$ cat src/rtl/pulse_pkg.sv
package pulse_pkg;

  localparam int PER_W   = 12;            // period width
  localparam int CNT_W   = PER_W + 1;     // divider holds up to 2^PER_W
  localparam int STEP_W  = 4;             // 16-step sequence
  localparam int DUTY_W  = 3;
  localparam int VOL_W   = 4;
  localparam int SH_W    = 4;
  localparam int SHIFT_MID = 4;
  localparam int SHIFT_HI  = 8;
  localparam int HI_W    = PER_W - 8;     // period bits carried in select 2

  typedef enum logic [1:0] {
    SEL_SHAPE = 2'd0,
    SEL_PLO   = 2'd1,
    SEL_PHI   = 2'd2,
    SEL_CTRL  = 2'd3
  } sel_e;

  // field order matches the shape byte: ignore, duty, volume
  typedef struct packed {
    logic              ign;
    logic [DUTY_W-1:0] duty;
    logic [VOL_W-1:0]  vol;
  } shape_t;

  function automatic logic [SH_W-1:0] shift_sel(input logic hi, input logic mid);
    if (hi)       return SH_W'(SHIFT_HI);
    else if (mid) return SH_W'(SHIFT_MID);
    else          return '0;
  endfunction

  function automatic logic [CNT_W-1:0] reload_of(input logic [PER_W-1:0] p,
                                                 input logic [SH_W-1:0] sh);
    logic [CNT_W-1:0] ext;
    ext = {1'b0, p} >> sh;
    return ext + 1'b1;
  endfunction

  function automatic logic [VOL_W-1:0] gate_level(input logic en, input shape_t s,
                                                  input logic [STEP_W-1:0] st);
    if (en && (s.ign || (st <= STEP_W'(s.duty)))) return s.vol;
    else                                          return '0;
  endfunction

endpackage

$ cat src/rtl/pulse_regs.sv
module pulse_regs
  import pulse_pkg::*;
(
  input  logic              clk,
  input  logic              rst_n,
  input  logic              wr_en,
  input  logic [1:0]        wr_sel,
  input  logic [7:0]        wr_data,
  output shape_t            shape,
  output logic [PER_W-1:0]  period,
  output logic              enable,
  output logic              halt,
  output logic [SH_W-1:0]   shift,
  output logic              seq_clear
);

  assign seq_clear = wr_en && (sel_e'(wr_sel) == SEL_PHI) && !wr_data[7];

  always_ff @(posedge clk) begin
    if (!rst_n) begin
      shape  <= '0;
      period <= PER_W'(1);
      enable <= 1'b0;
      halt   <= 1'b0;
      shift  <= '0;
    end else if (wr_en) begin
      case (sel_e'(wr_sel))
        SEL_SHAPE: shape <= shape_t'(wr_data);
        SEL_PLO:   period[7:0] <= wr_data;
        SEL_PHI: begin
          period[PER_W-1:8] <= wr_data[HI_W-1:0];
          enable            <= wr_data[7];
        end
        default: begin
          halt  <= wr_data[0];
          shift <= shift_sel(wr_data[2], wr_data[1]);
        end
      endcase
    end
  end

endmodule

$ cat src/rtl/pulse_divider.sv
module pulse_divider
  import pulse_pkg::*;
(
  input  logic              clk,
  input  logic              rst_n,
  input  logic              tick,
  input  logic              enable,
  input  logic              halt,
  input  logic              seq_clear,
  input  logic [PER_W-1:0]  period,
  input  logic [SH_W-1:0]   shift,
  output logic [STEP_W-1:0] step,
  output logic [CNT_W-1:0]  timer,
  output logic              adv
);

  logic run;
  assign run = tick && enable && !halt;
  assign adv = run && (timer == CNT_W'(1));

  always_ff @(posedge clk) begin
    if (!rst_n) begin
      step  <= '0;
      timer <= CNT_W'(1);
    end else begin
      if (seq_clear)  step <= '0;
      else if (adv)   step <= step + 1'b1;
      if (run) timer <= adv ? reload_of(period, shift) : timer - 1'b1;
    end
  end

endmodule

$ cat src/rtl/pulse_gate.sv
module pulse_gate
  import pulse_pkg::*;
(
  input  logic              enable,
  input  shape_t            shape,
  input  logic [STEP_W-1:0] step,
  output logic [VOL_W-1:0]  level
);

  always_comb level = gate_level(enable, shape, step);

endmodule

$ cat src/rtl/pulse_tone_channel.sv
module pulse_tone_channel
  import pulse_pkg::*;
(
  input  logic       clk,
  input  logic       rst_n,
  input  logic       tick,
  input  logic       wr_en,
  input  logic [1:0] wr_sel,
  input  logic [7:0] wr_data,
  output logic [3:0] level
);

  shape_t             shape;
  logic [PER_W-1:0]   period;
  logic               enable;
  logic               halt;
  logic [SH_W-1:0]    shift;
  logic               seq_clear;
  logic [STEP_W-1:0]  step;
  logic [CNT_W-1:0]   timer;
  logic               adv;

  pulse_regs u_regs (
    .clk, .rst_n, .wr_en, .wr_sel, .wr_data,
    .shape, .period, .enable, .halt, .shift, .seq_clear
  );

  pulse_divider u_div (
    .clk, .rst_n, .tick, .enable, .halt, .seq_clear,
    .period, .shift, .step, .timer, .adv
  );

  pulse_gate u_gate (
    .enable, .shape, .step, .level
  );

endmodule

$ cat config.mk
export PLATFORM = sky130hd
export DESIGN_NAME = pulse_tone_channel
export DESIGN_NICKNAME = d
export VERILOG_FILES = /design/src/rtl/pulse_pkg.sv /design/src/rtl/pulse_regs.sv /design/src/rtl/pulse_divider.sv /design/src/rtl/pulse_gate.sv /design/src/rtl/pulse_tone_channel.sv
export SDC_FILE = /design/constraint.sdc
export NUM_CORES = 1
export LEC_CHECK = 0
export BUFFER_PORTS_ARGS = -buffer_cell sky130_fd_sc_hd__clkbuf_2
export CORE_ASPECT_RATIO = 0.6
export CORE_MARGIN = 10
export CORE_UTILIZATION = 40
export DETAILED_ROUTE_END_ITERATION = 10
export PLACE_DENSITY = 0.55
export SYNTH_ARGS = -nofsm -noshare
export SYNTH_HDL_FRONTEND = slang
export SYNTH_HIERARCHICAL = 1
export SYNTH_SLANG_ARGS = --single-unit
$ cat constraint.sdc
create_clock -name clk -period 5.75 [get_ports clk]
set_input_delay 0.8625 -clock clk [delete_from_list [all_inputs] [get_ports clk]]
set_output_delay 0.8625 -clock clk [all_outputs]
set_load 0.1 [all_outputs]
==> key figures <==
Outcome
  – Status: finished, final reports clean

Die
  – Area of the die: 0.0111 mm^2
  – Core Area: 0.00685 mm^2
  – Row count: 23
  – Initial core utilization: 42.2%
  – Num ports: 18
  – Die width: 130 um
  – Die Y: 85.9 um

Worst setup path
  – Critical Path End Type: primary output
  – Max FO, Critical Path: 4
  – Worst path arrival time: just over 2 ns
  – Crit-path cells: inv_1 -> ha_1 -> a211oi_1 -> a211oi_2 -> nor2_1 -> clkbuf_2
  – CP peak stage delay: 0.47 ns
  – Critical path buffer and inverter count: 2
  – Crit path required time: around 4.9 ns
  – CP Launch Type: register
  – Slowest-stage cell, CP: clkbuf_2
  – Largest delay contributor family on the critical path: buffers and inverters
  – Crit path kind: reg -> out

Clocking
  – Latest clock arrival within the worst-skew pair: 0.30 ns
  – Worst-path clk slew: 0.06 ns
  – H-tree depth: 2
  – Num CTS Buffers: 5
  – Clock Sinks: 41
  – Clock root buffer master: clkbuf_16
  – Hold-fix buffers, CTS: 0
  – CTS resizes: 0
  – CTS tree: done
  – Post-CTS Setup Bufs: 0
  – Max clock buf depth: 2

GRT
  – First-pass GRT wire length: 12.3 mm
  – Total grt overflow: 0
  – Vias in the first global route: about 2300
  – Largest net degree at the start of global routing: 46
  – Initial antenna violation count: 0
  – Tot GR Track Use: 13.9%

Finish
  – Share of layout cells above drive strength 1: 12.9%
  – Commonest non-fill, non-tap cells in the layout: nand2_1 (55), dfxtp_1 (41), mux2i_1 (34)
  – Area Overhead vs Synth: 7.27%
  – Layout Nets: between 300 and 400
  – Commonest non-fill, non-tap cell in the layout: nand2_1
  – Fillers: 686
  – ANT cells: 0

Hold path
  – Hold Crit Class: reg -> reg

Drt
  – Vias per cell: 5.94
  – DRC violations left: 0
  – Routed Wire Length: 7.34 mm
  – Antenna-violating nets left: 0
  – Routed wire length per instance: 17.2 um
  – DRT iter0 DRCs: 281
  – Vias: 2536
  – 1st-pass router iterations: 5

Yosys
  – Syn_area_per_cell: about 8.6 um^2
  – YS warnings: 6
  – Sequential area share after synthesis: 28.4%
  – Synth Flop Type: dfxtp_1
  – Cell variety after synth: a little over 70
  – Post-synth EDFFs: 0
  – Flops & latches, synth: 41
  – Post-Syn Area: just under 0.003 mm^2
  – Asr flop ratio synth: 0%
  – Synth Instances: 335

Placement
  – Port Buf Inserts: 17
  – DP HPWL: 5.49 mm
  – RD Place Congestion: 0.826

Power and ir drop
  – Maximum VDD drop: about 0.098 mV
  – Pwr Density: 218 mW/mm^2
  – Leakage: 1.22 nW

STA
  – Final critical-path share of the clock period: around half
  – Fin. Hold Viols: 0
  – RSZ-0062 raised after global routing: no
  – Post-route setup TNS: 0 ns
  – Final min period: a little under 3 ns
  – Slew Viols, Final: 0
  – Worst-Margin Slew: 0.891 ns
  – Hold slack: 0.465 ns
  – Setup violators final: 0
  – Fmax: 0.342 GHz
  – Slew headroom: 40.6%
  – Layout Skew: 0.00903 ns

Flow run
  – Max-cap viol count: 0
==> per-stage QoR <==
step	area [um^2]	instances	setup WS, ns	utilization (%)	power (W)
global placement	2950	419	2.66	43.1	0.000387
finish	3100	427	2.83	45.3	0.000677
detailed placement	2950	419	2.64	43.1	0.000387
floorplan	2900	336	2.56	-	0.000370
CTS	3100	427	2.82	45.3	0.000682
global route	3100	427	2.68	45.3	0.000706
==> flip-flops by register name, indices dropped and copies added, names as in the netlist <==
| register | flops |
|---|---|
| u_div/step | 4 |
| u_div/timer | 13 |
| u_regs/enable | 1 |
| u_regs/halt | 1 |
| u_regs/period | 12 |
| u_regs/shape | 8 |
| u_regs/shift | 2 |
==> layout make-up <==
type | instances | area, um^2 | share of cell area [%]
multi-input cells | 263 | 1890 | 60.9
clock inverters | 2 | 13.8 | 0.444
clock buffers | 6 | 139 | 4.48
well taps | 87 | 109 | 3.51
repair buffers | 18 | 92.6 | 2.99
flip-flops and latches | 41 | 821 | 26.5
inverters | 10 | 37.5 | 1.21
==> cells in the mapped netlist (all sizes together) (2+ instances only) <==
master   n  area, um^2
o211ai   3        22.5
nand2b   2        12.5
nand3    8        40.0
nor3    10        55.1
or3      3        18.8
clkbuf   3        15.0
xor2     4        35.0
nor2b    5        31.3
xnor2    3        26.3
o21a     2        15.0
a31oi    3        18.8
nor4b    2        32.5
o31ai    2        15.0
a21o     2        15.0
nor2    22        82.6
inv      8        30.0
a32oi    2        25.0
o41ai    2        17.5
a22oi    4        30.0
nand2   56         218
clkinv   2        7.51
and4     2        17.5
and2     3        18.8
nand3b   6        48.8
nor3b    3        22.5
mux4     6         143
nand4    8        50.1
or4      2        15.0
o21ai    4        20.0
ha       7        87.6
mux2i   35         354
o221ai   2        17.5
dfxtp   41         821
buf     19         133
o22ai    3        18.8
and4b    4        45.0
a21oi   16        80.1
a211oi   5        42.5
a32o     2        21.3
and3     5        37.5
==> routing by layer <==
| layer | vias to the layer above | global-route usage [%] | share of wire, % |
|---|---|---|---|
| li1 | 1251 | - | - |
| met1 | 1192 | 22.6 | 57 |
| met2 | 81 | 16.0 | 35 |
| met3 | 12 | 3.69 | 6.4 |
| met4 | 0 | 4.27 | 1.4 |
| met5 | - | 0 | 0 |
==> worst paths after layout <==
kind | start | to | slack [ns] | cells after the start
hold reg to reg | u_regs/period[0] | u_regs/period[0] | 0.46 | 1
hold / removal | u_regs/period[0] | u_regs/period[0] | 0.46 | 1
setup / recovery | u_regs/shape[6] | level[1] | 2.83 | 6
setup reg to reg | u_regs/shift[2] | u_div/timer[6] | 3.08 | 8
==> logic make-up (layout without fill, tap and decap cells) <==
| family | after synthesis | in the layout | synth area share, % |
|---|---|---|---|
| simple gates | 145 | 145 | 26.9 |
| compound gates | 60 | 60 | 15.4 |
| mux | 42 | 42 | 17.7 |
| flops | 41 | 41 | 28.4 |
| buf+inv | 32 | 36 | 6.40 |
| fa+ha+maj | 7 | 7 | 3.03 |
| xor+xnor | 7 | 7 | 2.12 |
| other cells | 1 | 2 | 0.130 |
==> worst register-to-register path, stage by stage, from the launching register on <==
cell	delay, ns
dfxtp_1	0.66
inv_1	0.28
mux2i_1	0.17
o2bb2ai_1	0.26
ha_1	0.30
nand3_1	0.10
a2111oi_1	0.45
o211ai_1	0.16
a31oi_1	0.20
==> report_power, final <==
part	total, W	leakage, nW	internal [W]	switching [W]
Clock	0.000293	0.0768	0.000173	0.000120
Sequential	0.000299	0.332	0.000291	0.00000845
Combinational	0.0000845	0.814	0.0000333	0.0000512
Total	0.000677	1.22	0.000497	0.000180
No activity file was read; power rests on OpenSTA's default activity.
